`config.mk`:
```
export PLATFORM = sky130hd
export DESIGN_NAME = serial_reg_writer
export DESIGN_NICKNAME = d
export VERILOG_FILES = /design/src/rtl/swr_pkg.sv /design/src/rtl/swr_sync.sv /design/src/rtl/swr_mclk_mon.sv /design/src/rtl/swr_deser.sv /design/src/rtl/swr_commit.sv /design/src/rtl/serial_reg_writer.sv
export SDC_FILE = /design/constraint.sdc
export NUM_CORES = 1
export LEC_CHECK = 0
export ABC_AREA = 1
export BUFFER_PORTS_ARGS = -buffer_cell sky130_fd_sc_hd__buf_4
export CORE_MARGIN = 1.5
export CORE_UTILIZATION = 57
export DETAILED_ROUTE_END_ITERATION = 8
export PLACE_DENSITY = 0.77
export REMOVE_ABC_BUFFERS = 1
export SETUP_SLACK_MARGIN = 0.1
export SLEW_MARGIN = 10
export SYNTH_ARGS = -nofsm -noshare
export SYNTH_HDL_FRONTEND = slang
export SYNTH_SLANG_ARGS = --single-unit
```
`constraint.sdc`:
```
create_clock -name clk_i -period 2.5 [get_ports clk_i]
set_input_delay 0 -clock clk_i [delete_from_list [all_inputs] [get_ports clk_i]]
set_output_delay 0 -clock clk_i [all_outputs]
set_load 0.02 [all_outputs]
```
`src/rtl/swr_pkg.sv`:
```
package swr_pkg;
  localparam int CHIP_W    = 2;
  localparam int ADDR_W    = 5;
  localparam int DATA_W    = 8;
  localparam int FRAME_LEN = CHIP_W + 1 + ADDR_W + DATA_W;
  localparam int CNT_W     = $clog2(FRAME_LEN + 2);

  typedef struct packed {
    logic [CHIP_W-1:0] chip;
    logic              wr_flag;
    logic [ADDR_W-1:0] addr;
    logic [DATA_W-1:0] data;
  } frame_t;
endpackage

```
`src/rtl/swr_sync.sv`:
```
module swr_sync #(
  parameter int             W       = 1,
  parameter int             STAGES  = 2,
  parameter logic [W-1:0]   RST_VAL = '0
) (
  input  logic         clk_i,
  input  logic         rst_ni,
  input  logic [W-1:0] d_i,
  output logic [W-1:0] q_o
);
  logic [STAGES-1:0][W-1:0] stage_q;
  logic [STAGES-1:0][W-1:0] stage_d;

  always_comb begin
    stage_d[0] = d_i;
    for (int i = 1; i < STAGES; i++) begin
      stage_d[i] = stage_q[i-1];
    end
  end

  always_ff @(posedge clk_i or negedge rst_ni) begin
    if (!rst_ni) begin
      for (int i = 0; i < STAGES; i++) begin
        stage_q[i] <= RST_VAL;
      end
    end else begin
      stage_q <= stage_d;
    end
  end

  assign q_o = stage_q[STAGES-1];
endmodule

```
`src/rtl/swr_mclk_mon.sv`:
```
module swr_mclk_mon #(
  parameter int TIMEOUT = 64
) (
  input  logic clk_i,
  input  logic rst_ni,
  input  logic mclk_s_i,
  output logic mclk_ok_o
);
  localparam int TMO_W = $clog2(TIMEOUT + 1);
  localparam logic [TMO_W-1:0] TMO_MAX = TMO_W'(TIMEOUT);

  logic             mclk_q;
  logic             edge_seen;
  logic [TMO_W-1:0] idle_q, idle_d;
  logic             idle_en;
  logic             ok_q, ok_d;

  always_comb begin
    edge_seen = mclk_s_i ^ mclk_q;
    idle_en   = edge_seen | (idle_q != TMO_MAX);
    idle_d    = edge_seen ? '0 : idle_q + 1'b1;
    ok_d      = idle_en ? (idle_d != TMO_MAX) : 1'b0;
  end

  always_ff @(posedge clk_i or negedge rst_ni) begin
    if (!rst_ni) begin
      mclk_q <= 1'b0;
      idle_q <= TMO_MAX;
      ok_q   <= 1'b0;
    end else begin
      mclk_q <= mclk_s_i;
      if (idle_en) idle_q <= idle_d;
      ok_q <= ok_d;
    end
  end

  assign mclk_ok_o = ok_q;
endmodule

```
`src/rtl/swr_deser.sv`:
```
module swr_deser
  import swr_pkg::*;
(
  input  logic                 clk_i,
  input  logic                 rst_ni,
  input  logic                 csn_s_i,
  input  logic                 sclk_s_i,
  input  logic                 sdi_s_i,
  output logic [FRAME_LEN-1:0] frame_o,
  output logic [CNT_W-1:0]     len_o,
  output logic                 cs_rise_o
);
  localparam logic [CNT_W-1:0] LEN_FULL = CNT_W'(FRAME_LEN);
  localparam logic [CNT_W-1:0] LEN_OVF  = CNT_W'(FRAME_LEN + 1);

  logic                 csn_q, sclk_q;
  logic                 cs_fall, cs_rise, sclk_rise, shift_req;
  logic [FRAME_LEN-1:0] sr_q, sr_d;
  logic                 sr_en;
  logic [CNT_W-1:0]     cnt_q, cnt_d;
  logic                 cnt_en;

  always_comb begin
    cs_fall   = csn_q & ~csn_s_i;
    cs_rise   = ~csn_q & csn_s_i;
    sclk_rise = sclk_s_i & ~sclk_q;
    shift_req = ~csn_s_i & sclk_rise & ~cs_fall;

    sr_en  = cs_fall | (shift_req & (cnt_q < LEN_FULL));
    sr_d   = cs_fall ? '0 : {sr_q[FRAME_LEN-2:0], sdi_s_i};

    cnt_en = cs_fall | (shift_req & (cnt_q != LEN_OVF));
    cnt_d  = cs_fall ? '0 : cnt_q + 1'b1;
  end

  always_ff @(posedge clk_i or negedge rst_ni) begin
    if (!rst_ni) begin
      csn_q  <= 1'b1;
      sclk_q <= 1'b0;
      sr_q   <= '0;
      cnt_q  <= '0;
    end else begin
      csn_q  <= csn_s_i;
      sclk_q <= sclk_s_i;
      if (sr_en)  sr_q  <= sr_d;
      if (cnt_en) cnt_q <= cnt_d;
    end
  end

  assign frame_o   = sr_q;
  assign len_o     = cnt_q;
  assign cs_rise_o = cs_rise;
endmodule

```
`src/rtl/swr_commit.sv`:
```
module swr_commit
  import swr_pkg::*;
(
  input  logic                 clk_i,
  input  logic                 rst_ni,
  input  logic                 cs_rise_i,
  input  logic [FRAME_LEN-1:0] frame_i,
  input  logic [CNT_W-1:0]     len_i,
  input  logic [CHIP_W-1:0]    strap_i,
  input  logic                 pdn_ok_i,
  input  logic                 mclk_ok_i,
  output logic                 wr_en_o,
  output logic [ADDR_W-1:0]    wr_addr_o,
  output logic [DATA_W-1:0]    wr_data_o
);
  frame_t            fr;
  logic              len_ok, chip_ok, dev_ok, accept;
  logic              en_q, en_d;
  logic [ADDR_W-1:0] addr_q, addr_d;
  logic [DATA_W-1:0] data_q, data_d;

  always_comb begin
    fr      = frame_t'(frame_i);
    len_ok  = (len_i == CNT_W'(FRAME_LEN));
    chip_ok = (fr.chip == strap_i);
    dev_ok  = pdn_ok_i & mclk_ok_i;
    accept  = cs_rise_i & len_ok & fr.wr_flag & chip_ok & dev_ok;
    en_d    = accept;
    addr_d  = fr.addr;
    data_d  = fr.data;
  end

  always_ff @(posedge clk_i or negedge rst_ni) begin
    if (!rst_ni) begin
      en_q   <= 1'b0;
      addr_q <= '0;
      data_q <= '0;
    end else begin
      en_q <= en_d;
      if (accept) begin
        addr_q <= addr_d;
        data_q <= data_d;
      end
    end
  end

  assign wr_en_o   = en_q;
  assign wr_addr_o = addr_q;
  assign wr_data_o = data_q;
endmodule

```
`src/rtl/serial_reg_writer.sv`:
```
module serial_reg_writer
  import swr_pkg::*;
#(
  parameter int SYNC_STAGES  = 2,
  parameter int MCLK_TIMEOUT = 64
) (
  input  logic              clk_i,
  input  logic              rst_ni,
  input  logic              pdn_ni,
  input  logic              mclk_i,
  input  logic              csn_i,
  input  logic              sclk_i,
  input  logic              sdi_i,
  input  logic [CHIP_W-1:0] strap_i,
  output logic              wr_en_o,
  output logic [ADDR_W-1:0] wr_addr_o,
  output logic [DATA_W-1:0] wr_data_o
);
  localparam int NSYNC = 5;

  logic [1:0]           rst_pipe_q;
  logic                 rst_n;
  logic [NSYNC-1:0]     raw_in, sync_out;
  logic                 csn_s, sclk_s, sdi_s, pdn_s, mclk_s;
  logic                 mclk_ok_w;
  logic [FRAME_LEN-1:0] frame_w;
  logic [CNT_W-1:0]     bit_cnt_w;
  logic                 cs_rise_w;

  always_ff @(posedge clk_i or negedge rst_ni) begin
    if (!rst_ni) rst_pipe_q <= '0;
    else         rst_pipe_q <= {rst_pipe_q[0], 1'b1};
  end
  assign rst_n = rst_pipe_q[1];

  assign raw_in = {mclk_i, pdn_ni, sdi_i, sclk_i, csn_i};

  swr_sync #(
    .W       (NSYNC),
    .STAGES  (SYNC_STAGES),
    .RST_VAL (5'b00001)
  ) u_sync (
    .clk_i  (clk_i),
    .rst_ni (rst_n),
    .d_i    (raw_in),
    .q_o    (sync_out)
  );

  assign {mclk_s, pdn_s, sdi_s, sclk_s, csn_s} = sync_out;

  swr_mclk_mon #(
    .TIMEOUT (MCLK_TIMEOUT)
  ) u_mclk_mon (
    .clk_i     (clk_i),
    .rst_ni    (rst_n),
    .mclk_s_i  (mclk_s),
    .mclk_ok_o (mclk_ok_w)
  );

  swr_deser u_deser (
    .clk_i     (clk_i),
    .rst_ni    (rst_n),
    .csn_s_i   (csn_s),
    .sclk_s_i  (sclk_s),
    .sdi_s_i   (sdi_s),
    .frame_o   (frame_w),
    .len_o     (bit_cnt_w),
    .cs_rise_o (cs_rise_w)
  );

  swr_commit u_commit (
    .clk_i     (clk_i),
    .rst_ni    (rst_n),
    .cs_rise_i (cs_rise_w),
    .frame_i   (frame_w),
    .len_i     (bit_cnt_w),
    .strap_i   (strap_i),
    .pdn_ok_i  (pdn_s),
    .mclk_ok_i (mclk_ok_w),
    .wr_en_o   (wr_en_o),
    .wr_addr_o (wr_addr_o),
    .wr_data_o (wr_data_o)
  );
endmodule

```
* Word level (Yosys, flattened, before mapping) *
Index checks and enable logic that the tools add are counted.

word-level totals
  output and inout port bits = 14
  logic and storage cells = 45
  memories kept = 0
  register bits after elaboration = 58
  ROM bits = 0
  bits in writable memories = 0
  bits in latches = 0

cells by class
  bitwise operators = 20
  shift-type cells = 0
  add/sub/neg operators = 2
  divide/modulo/power cells = 0
  reductions and logical operators = 0
  order comparisons = 1
  eq/ne operators = 5
  muxes and demuxes = 4
  multipliers = 0

operator list
  operator               number
  $mux W16               1
  $ne A7 B7 Y1 const B   2
  $and A1 B1 Y1          12
  $add A7 B1 Y7 const B  1
  $mux W7                1
  $add A5 B1 Y5 const B  1
  $eq A5 B5 Y1 const B   1
  $lt A5 B5 Y1 const B   1
  $mux W5                1
  $ne A5 B5 Y1 const B   1
  $not A1 Y1             4
  $or A1 B1 Y1           3
  $eq A2 B2 Y1           1
  $mux W1                1
  $xor A1 B1 Y1          1

* Depth between registers and ports, before layout *
Gate-level depths: netlist of the first run.

  word-level depth = 6
  gate-level depth with buffers = 9
  mapped depth without buffers = 9

* By module *
A second synthesis of the first run with hierarchy kept.

unflattened totals
  cells, all modules = 306
  area total of the unflattened synthesis = 2701.3 sq um

modules (own cells, without submodules)
  module             cells an instance  seq. area each (sq um)  instances  area an instance (sq um)
  swr_deser          147                576.8                   1          1156.1
  swr_commit         77                 350.3                   1          681.9
  swr_mclk_mon       69                 226.5                   1          556.8
  swr_sync           10                 252.7                   1          252.7
  serial_reg_writer  3                  50.0                    1          53.8

* Least setup slack after synthesis of the first run *
Ideal clock, no wire load.

  kind = register to register
  start = reg u_deser.cnt_q[0], in the netlist u_deser.len_o[0]
  end = reg u_commit.addr_q[4], in the netlist u_commit.wr_addr_o[4]
  setup time = 0.118 ns
  clock period less this slack = 1.385 ns
  cell stages (with the launch flop) = 9
  arrival time = 1.267 ns
  path buffers = 1
  setup slack = 1.115 ns
  required time = 2.382 ns
  path through = dfrtp_1 -> inv_1 -> ha_1 -> nand4_1 -> nor2_1 -> nand3_4 -> buf_6 -> nand2_1 -> o21ai_2

on the way
  cells in the longest elaborated chain, start to end = 5

ends and longest elaborated chain
  item                        line              RTL
  from (decl)                 swr_deser.sv:20   logic [CNT_W-1:0] cnt_q, cnt_d;
  from (signal assigned)      swr_deser.sv:46   if (cnt_en) cnt_q <= cnt_d;
  $eq A5 B5 Y1                swr_commit.sv:24  len_ok = (len_i == CNT_W'(FRAME_LEN));
  $and A1 B1 Y1 (4 in a row)  swr_commit.sv:27  accept = cs_rise_i & len_ok & fr.wr_flag & chip_ok & dev_ok;
  to (signal assigned)        swr_commit.sv:41  addr_q <= addr_d;
  to (decl)                   swr_commit.sv:19  logic [ADDR_W-1:0] addr_q, addr_d;

Every way passes these cells.
A chain may end at the register's enable or synchronous reset.

* Final worst setup path of the first run *
  start = reg u_deser.cnt_q[0], in the netlist u_deser.len_o[0]
  end = reg u_commit.data_q[0], in the netlist u_commit.wr_data_o[0]

on the way
  cells in the longest elaborated chain, start to end = 5

ends and longest elaborated chain
  item                        line              RTL
  $eq A5 B5 Y1                swr_commit.sv:24
  $and A1 B1 Y1 (4 in a row)  swr_commit.sv:27
  to (signal assigned)        swr_commit.sv:42  data_q <= data_d;
  to (decl)                   swr_commit.sv:20  logic [DATA_W-1:0] data_q, data_d;

Every way passes these cells.

==> results of run 1 <==
## critical path, delay by kind of cell (launching register included)
family	cells	cell delay (ns)
AOI/OAI and AO/OA	1	0.07
adders and majority gates	1	0.15
DFF	1	0.43
buffers and inverters	1	0.11
and+or+nand+nor	4	0.79
## metrics by stage
stage	instance area (um^2)	worst slack (ns)	utilization	instances	hold slack [ns]
floorplan	2320	0.773	-	237	-0.296
global placement	2560	0.925	0.645	310	-0.217
detailed placement	2560	0.833	0.645	310	-0.216
CTS	2810	0.819	0.708	333	0.112
global route	2810	0.677	0.708	333	0.127
finish	2810	0.838	0.708	333	0.0983
## flip-flops by register name (all words and copies together) (netlist names), 2 cells and up
register and flops:
rst_pipe_q 2, u_commit.wr_addr_o 5, u_commit.wr_data_o 8, u_deser.frame_o 16
u_deser.len_o 5, u_mclk_mon.idle_q 7, u_sync.q_o 5, u_sync.stage_d 5
## per-layer routing
metal,wire length [um],vias to the layer above,track usage
li1,-,818,-
met5,0,-,0
met3,168,10,0.0550
met4,102,0,0.138
met1,1810,793,0.251
met2,2100,38,0.366
## logic make-up (layout without fill, tap and decap cells)
kind of cell / after synthesis / count (layout)
simple gates: 91 / 91
flops: 58 / 58
buf+inv: 43 / 85
compound gates: 42 / 42
fa+ha+maj: 5 / 5
other cells: 1 / 1
xor+xnor: 1 / 1
## cells in the final DEF, fill, tap and decap left out, drive strengths merged
master       Yosys  layout
nand2           58      58
dfrtp           54      54
inv             39      39
o21ai           37      37
buf              3      23
nor2            19      19
clkbuf           1      14
nand3            9       9
dlygate4sd3      0       7
ha               5       5
dfstp            4       4
a21oi            4       4
nand4            2       2
nor3             2       2
clkinv           0       2
and3             1       1
xor2             1       1
a31oi            1       1
conb             1       1
## power by group
part | switching (mW) | internal [mW]
clock network | 0.346 | 0.438
registers | 0.0206 | 0.966
logic | 0.0617 | 0.0385
## timing repair
item                                   in CTS  in global routing
endpoints found under the hold margin       7                  0
resized for setup                           0                  0
hold buffers                                7                  0
## worst paths after layout
kind / to / slack (ns) / cells after the start / start
setup / recovery: u_commit.wr_data_o[0] / 0.84 / 7 / u_deser.len_o[0]
max in group asynchronous: u_sync.stage_d[8] / 1.59 / 1 / rst_pipe_q[1]
hold reg to reg: u_sync.stage_d[9] / 0.1 / 0 / rst_pipe_q[1]
min in group clk_i: u_commit.wr_addr_o[0] / 0.29 / 5 / strap_i[1]
setup reg to reg: u_commit.wr_data_o[0] / 0.84 / 7 / u_deser.len_o[0]
hold / removal: u_sync.stage_d[9] / 0.1 / 0 / rst_pipe_q[1]
## cell type report
type | instances | area (um^2)
clock buffer | 14 | 173
tap | 50 | 62.6
inverter | 39 | 146
sequential | 58 | 1460
timing repair buffer | 30 | 243
multi-input combinational | 140 | 721
clock inverter | 2 | 10.0
fill | 290 | 1160
==> out/metrics.yaml, run 1 <==
logic_synthesis:
  ys_top_cells_by_count: "nand2_1, dfrtp_1, inv_1"
  synthFlopType: "dfrtp_1"
  synthMuxAreaShare: 0
  synth.top_cell.area_share: 0.574
  synth_top_family_by_area: "simple AND/OR/NAND/NOR gates"
  synthDistinctLibCells: 23
  netlist_top_cells_area: "dfrtp_1, nand2_1, inv_1"
  yosys.area.top_type: "dfrtp_1"
  synth_compound_area_frac: 0.114
  synth_edf_count: 0
  yosysWarningCount: 0
  synth_xor_area_frac: 0.00372
  yosysSeqAreaShare: 0.618
  netlist_area_um2: 2350
  synthCells: 241
  synthSimpleGateAreaFrac: 0.160
  yosysMostFrequentCell: "nand2_1"
  synthArstFlopShare: 1.00
  avgSynthCellArea_um2: 9.77
  synth_fa_ha_area_frac: 0.0266
  ys_ff_latch: 58
critical_path:
  crit_slowest_cell: "dfrtp_1"
  endpoint_kind: "register"
  start_kind: "register"
  worstPathRequired_ns: 2.71
  path_cells: "inv_1 -> ha_1 -> nand4_1 -> nor2_1 -> nand3_4 -> nand2_1 -> o21ai_2"
  timing_worst_setup_path_type: "reg2reg"
  critPathMaxStageDelay_ns: 0.43
  critPathArrivalTime_ns: 1.88
  cp_max_fo: 27
floorplan:
  row_count: 23
  die_h_um: 67.3
  ios: 23
  core-area_um2: 3970
  dieArea_um2: 4530
  initial_utilization: 0.593
  die_width_um: 67.3
final_layout:
  areaGrowthSynthToFinish_pct: 19.4
  final_nets: 292
  antenna_cells: 0
  drive_gt1_frac: 0.208
clock_network:
  cts_setup_buffers: 0
  cts_buffers: 9
  cts-root-buf: "clkbuf_8"
  clockBufferDepth: 2
  path_clk_slew_ns: 0.06
  cts_tree: "yes"
  clk_latency_ns: 0.33
  htree_levels: 3
  cts_sinks: 58
timing:
  fin_crit_sh: 0.665
  finalSetupTns_ns: 0
  rsz0062_at_grt: "false"
  setup_violations: 0
  finClkSkew_ns: 0.00627
  hold_violations: 0
  clock.fmax_mhz: 602
  drv_slew: 0
  period_minus_slack_ns: 1.66
  max_slew_margin: 0.555
  tightest_slew_ns: 0.667
grt:
  grt_overflow: 0
  grt_usage: 0.219
  grt_pass1_vias: 1690
  grt_pass1_wl_mm: 7.14
  grt_max_degree: 49
  antenna_found_initial: 0
routing:
  detail-route-antenna-nets: 0
  drt_iter0_drc: 141
  route.detailed.drc: 0
  vias_per_cell: 4.98
  wl_mm: 4.19
  num_vias: 1659
  wl_per_cell_um: 12.6
  drtPass1Iterations: 4
placed_design:
  port_buffers: 22
  dp_hpwl_mm: 2.78
  gp_congestion: 0.893
worst_hold_path:
  min_path_type: "reg2async"
pwr:
  vdd.ir_drop.worst_mv: 0.423
  finalPower_mw: 1.87
  total_leakage_power_nw: 1.39
  power.density_nw_per_um2: 665
run_status:
  status: "complete, no violations"
run:
  drv_cap: 0
No activity file was read; power rests on OpenSTA's default activity.
==> run 2: changes to the inputs <==
Settings changed: ABC_AREA 1 to 0.
Clock period 2.5 ns to 1.69 ns, I/O delays scaled along.
==> run 2 against run 1 <==
Die area increased by 0.51%. First-iteration DRC count decreased by 21%. Synthesized cell count decreased by 20%. Global-route usage is 1.1 points higher. Synthesized area rose by 0.53%. Critical path type unchanged.
==> out/metrics.yaml, run 2 <==
grt:
  antenna_found_initial: 0
  grt_overflow: 0
  grt_usage: 0.230
  grt_pass1_wl_mm: 7.42
  grt_max_degree: 21
  grt_pass1_vias: 1619
critical_path:
  endpoint_kind: "register"
  critPathMaxStageDelay_ns: 0.59
  cp_max_fo: 7
  critPathArrivalTime_ns: 1.87
  crit_family: "simple AND/OR/NAND/NOR gates"
  path_cells: "or4b_4 -> nor2_8 -> buf_12 -> mux2i_4 -> nor2_1"
  worstPathRequired_ns: 1.91
  start_kind: "register"
  timing_worst_setup_path_type: "reg2reg"
  worst-path-buf-inv: 1
  crit_slowest_cell: "or4b_4"
logic_synthesis:
  yosysWarningCount: 0
  synthDistinctLibCells: 35
  yosysSeqAreaShare: 0.615
  synthCells: 193
  netlist_top_cells_area: "dfrtp_1, mux2_2, dfstp_2"
  ys_top_cells_by_count: "dfrtp_1, nand2_1, nor2_1"
  synth_edf_count: 0
  yosys.area.top_type: "dfrtp_1"
  netlist_area_um2: 2370
  avgSynthCellArea_um2: 12.3
  synthFlopType: "dfrtp_1"
  synth.top_cell.area_share: 0.571
  yosysMostFrequentCell: "dfrtp_1"
  ys_ff_latch: 58
  synthArstFlopShare: 1.00
floorplan:
  dieArea_um2: 4550
  die_h_um: 67.4
  initial_utilization: 0.592
  ios: 23
  die_width_um: 67.4
  row_count: 23
  core-area_um2: 4000
pwr:
  total_leakage_power_nw: 1.45
  power.density_nw_per_um2: 1010
  clkPwrFrac: 0.457
  comb_power_share: 0.068
  seqPwrFrac: 0.475
  netSwitchingFraction: 0.208
  vdd.ir_drop.worst_mv: 0.929
  switching_power_uw: 643
  p_int_mw: 2.45
timing:
  worst_slack_ns: 0.0349
  period_minus_slack_ns: 1.66
  tightest_slew_ns: 0.577
  clock.fmax_mhz: 604
  rsz0062_at_grt: "true"
  fin_crit_sh: 0.979
  drv_slew: 0
  finClkSkew_ns: 0.00606
  finalSetupTns_ns: 0
  max_slew_margin: 0.614
  hold_violations: 0
  setup_violations: 0
routing:
  wl_mm: 4.61
  drtPass1Iterations: 4
  wl_per_cell_um: 15.5
  num_vias: 1573
  route.detailed.drc: 0
  drt_iter0_drc: 111
  vias_per_cell: 5.28
  detail-route-antenna-nets: 0
final_layout:
  fill_cells: 249
  largest_reg_flops: 16
  multi_input_area_um2: 887
  areaGrowthSynthToFinish_pct: 29.2
  most-common-layout-cells: "dfrtp_1, buf_4, nand2_1, nor2_1"
  layoutNonFillerInstCount: 298
  drive_gt1_frac: 0.327
  regArea_um2: 1460
  fin_util: 0.764
  final_nets: 257
  antenna_cells: 0
  postLayoutCellArea_um2: 3060
  mostFrequentLayoutCell: "dfrtp_1"
clock_network:
  cts-root-buf: "clkbuf_8"
  path_clk_slew_ns: 0.06
  clockBufferDepth: 2
  cts_sinks: 58
  cts_tree: "yes"
  cts_buffers: 9
  clk_latency_ns: 0.33
  htree_levels: 3
placed_design:
  post-place-ws_ns: 0.0124
  dp_cells: 268
  gp_congestion: 0.802
  port_buffers: 22
  dp_hpwl_mm: 2.88
  place_area_um2: 2650
run_status:
  status: "complete, no violations"
worst_hold_path:
  min_path_type: "in2reg"
run:
  drv_cap: 0
[run 2: cell types whose count changed after synthesis, sizes merged, moves of 2 or more]
cell / delta
nand4: +2
xnor2: +3
xor2: +8
nand3: -5
o21ai: -23
nor3b: +2
nand2: -37
buf: +2
inv: -34
and3: +3
mux2: +13
mux2i: +10
nor2: +2
[run 2: worst reg2reg max path, stage by stage, from the launching register on]
cell and delay, ns:
dfstp_2 0.38, or4b_4 0.59, nor2_8 0.15, buf_12 0.14
mux2i_4 0.23, nor2_1 0.06
[run 2: cells by family (layout without fill, tap and decap cells)]
family / after synthesis / after routing / share of synthesized area
simple gates: 64 / 64 / 0.140
xor+xnor: 12 / 12 / 0.0444
other cells: 1 / 1 / 0.00158
flops: 58 / 58 / 0.615
fa+ha+maj: 5 / 5 / 0.0264
compound gates: 19 / 19 / 0.0423
buf+inv: 11 / 66 / 0.0259
mux: 23 / 23 / 0.104
[run 2: layout make-up]
| class | instances | share of cell area |
|---|---|---|
| sequential | 58 | 0.477 |
| timing repair buffer | 45 | 0.134 |
| clock buffer | 14 | 0.0532 |
| multi-input combinational | 124 | 0.290 |
| clock inverter | 2 | 0.0196 |
| tap | 50 | 0.0205 |
| inverter | 5 | 0.00614 |
[run 2: stage by stage]
stage	hold slack (ns)	power [mW]
6_report	0.184	3.09
5_1_grt	0.198	3.21
4_1_cts	0.171	3.10
3_5_place_dp	-0.215	1.67
3_3_place_gp	-0.217	1.66
2_1_floorplan	-0.296	1.58
[run 2: path summary, 6_finish.rpt]
path / startpoint / end / slack (ns) / depth (start not counted)
min in group asynchronous: rst_pipe_q[1] / u_mclk_mon.mclk_q / 0.23 / 0
max: u_sync.q_o[0] / u_deser.frame_o[15] / 0.03 / 5
min reg2reg: rst_pipe_q[1] / u_mclk_mon.mclk_q / 0.23 / 0
max in group asynchronous: rst_pipe_q[1] / u_sync.q_o[0] / 0.92 / 1
max reg2reg: u_sync.q_o[0] / u_deser.frame_o[15] / 0.03 / 5
min: strap_i[1] / u_commit.wr_en_o / 0.18 / 4
[run 2: what timing repair did]
action / in CTS / in global routing
pin swaps: 2 / 3
hold endpoints to repair: 7 / 0
setup buffers: 6 / 1
hold buffers: 7 / 0
setup endpoints to repair: 25 / 29
resized for setup: 1 / 9
[run 2: power by group through the flow]
stage	combinational, mW	clock, mW	sequential, mW
2_1_floorplan	0.0821	0	1.50
3_3_place_gp	0.169	0	1.49
3_5_place_dp	0.178	0	1.49
4_1_cts	0.204	1.43	1.46
5_1_grt	0.234	1.51	1.47
6_report	0.209	1.41	1.47
[run 2: metal layers]
metal  global-route usage  up-vias  part of all wire
li1                     -      745                 -
met1                0.267      786              0.41
met2                0.395       33              0.53
met3               0.0717        9             0.030
met4               0.0995        0             0.024
met5                    0        -                 0
==> run 3: changes to the inputs <==
Settings changed: CORE_UTILIZATION 57 to 60, CTS_BUF_LIST from default to sky130_fd_sc_hd__clkbuf_2 sky130_fd_sc_hd__clkbuf_4 sky130_fd_sc_hd__clkbuf_8, PLACE_DENSITY 0.77 to 0.81.
==> run 3 against run 2 <==
Clock skew is essentially flat. Clock-buffer cell count shrank 3. Critical endpoint is now u_deser.frame_o[4]. Sequential share of layout area grew 0.83 points. Die area shrank 4.8%. Register-to-register slack is essentially flat. Largest cell class unchanged. Core utilization grew 4.4 points.
==> out/metrics.yaml, run 3 (synthesis gave the netlist of run 2 again) <==
critical_path:
  path_cells: "or4b_4 -> nor2_4 -> mux2i_1 -> nor2_1"
  start_kind: "register"
  critPathMaxStageDelay_ns: 0.65
  worst-path-buf-inv: 0
  crit_slowest_cell: "or4b_4"
  endpoint_kind: "register"
  critPathArrivalTime_ns: 1.89
  worstPathRequired_ns: 1.92
  cp_max_fo: 6
  timing_worst_setup_path_type: "reg2reg"
  crit_family: "simple AND/OR/NAND/NOR gates"
timing:
  fin_crit_sh: 0.980
  drv_slew: 0
  finClkSkew_ns: 0.00622
  rsz0062_at_grt: "true"
  fin_hold_ws_ns: 0.0227
  clock.fmax_mhz: 604
  period_minus_slack_ns: 1.66
  setup_violations: 0
  hold_violations: 0
final_layout:
  antenna_cells: 0
  mostFrequentLayoutCell: "dfrtp_1"
  drive_gt1_frac: 0.328
  fin_util: 0.809
  final_nets: 256
  most-common-layout-cells: "dfrtp_1, buf_4, nand2_1, nor2_1, o21ai_0"
  areaGrowthSynthToFinish_pct: 27.0
  largest_reg_flops: 16
routing:
  drtPass1Iterations: 4
  drt_iter0_drc: 108
  vias_per_cell: 5.56
  wl_mm: 4.96
  wl_per_cell_um: 16.8
  route.detailed.drc: 0
  detail-route-antenna-nets: 0
  num_vias: 1640
floorplan:
  die_width_um: 65.8
  row_count: 22
  die_h_um: 65.8
  ios: 23
  initial_utilization: 0.637
  core-area_um2: 3720
  dieArea_um2: 4330
pwr:
  vdd.ir_drop.worst_mv: 1.07
  total_leakage_power_nw: 1.44
  power.density_nw_per_um2: 1030
clock_network:
  cts_sinks: 58
  path_clk_slew_ns: 0.06
  cts-root-buf: "clkbuf_8"
  htree_levels: 3
  clockBufferDepth: 2
  clk_latency_ns: 0.34
  cts_tree: "yes"
  cts_buffers: 9
grt:
  grt_overflow: 0
  grt_usage: 0.266
  grt_pass1_vias: 1718
  grt_max_degree: 38
  antenna_found_initial: 0
  grt_pass1_wl_mm: 8.19
worst_hold_path:
  min_path_type: "in2async"
placed_design:
  dp_hpwl_mm: 3.12
  gp_congestion: 0.854
  port_buffers: 22
run:
  drv_cap: 0
run_status:
  status: "complete, no violations"
-- run 3: cell types whose count changed in the layout (fill, tap and decap cells not counted), moves of 2 or more --
| cell | delta |
|---|---|
| buf_12 | -3 |
| clkbuf_1 | -3 |
| clkinv_2 | +2 |
| nor2_4 | +2 |
-- run 3: timing repair --
item,in CTS,in global routing
setup buffers,3,2
gates resized for setup,3,3
endpoints found under the setup margin,30,33
pin swaps,4,6
hold buffers,6,0
hold endpoints to repair,7,0
cloned,2,0
-- run 3: cell type report --
type                            instances  area [um^2]
Clock inverter                          5         77.6
Fill cell                             222          711
Timing Repair Buffer                   42          347
Clock buffer                           11          145
Tap cell                               48         60.1
Inverter                                5         18.8
Sequential cell                        58         1460
Multi-Input combinational cell        126          900
-- run 3: worst register-to-register path: cells and delay by family, from the launching register on --
kind,cells,cell delay [ns]
muxes,1,0.21
and+or+nand+nor,3,0.95
DFF,1,0.39
-- run 3: routing by layer --
layer	vias up	track usage	wire length, um	part of all wire
li1	757	-	-	-
met1	807	0.308	1960	0.40
met2	56	0.456	2600	0.52
met3	20	0.0869	218	0.044
met4	0	0.107	180	0.036
met5	-	0	0	0
-- run 3: path summary, 6_finish.rpt --
kind | to | depth (start not counted) | slack, ns | from
worst max register to register | u_deser.frame_o[4] | 4 | 0.03 | u_deser.csn_q
max in group asynchronous | u_sync.stage_d[5] | 1 | 0.88 | rst_pipe_q[1]
worst min-delay path | rst_pipe_q[1] | 2 | 0.02 | rst_ni
worst min register to register | u_deser.frame_o[3] | 0 | 0.21 | rst_pipe_q[1]
min in group clk_i | u_commit.wr_en_o | 4 | 0.18 | strap_i[0]
worst max-delay path | u_deser.frame_o[4] | 4 | 0.03 | u_deser.csn_q
-- run 3: report_power, final --
| group | internal (mW) | switching [mW] | total [mW] |
|---|---|---|---|
| logic | 0.101 | 0.115 | 0.216 |
| registers | 1.43 | 0.0327 | 1.46 |
| clock network | 0.881 | 0.528 | 1.41 |
-- run 3: stage by stage --
| step | std cells | area (um^2) | setup TNS, ns | worst slack [ns] | total power, mW |
|---|---|---|---|---|---|
| after global routing | 295 | 3010 | -0.0466 | -0.0237 | 3.21 |
| after detailed placement | 266 | 2630 | -0.0519 | -0.0379 | 1.67 |
| final | 295 | 3010 | 0 | 0.0338 | 3.09 |
| after CTS | 293 | 2970 | 0 | 0.0400 | 3.09 |
| after floorplan | 187 | 2320 | -1.94 | -0.0374 | 1.58 |
| after global placement | 266 | 2630 | 0 | 0.0250 | 1.66 |
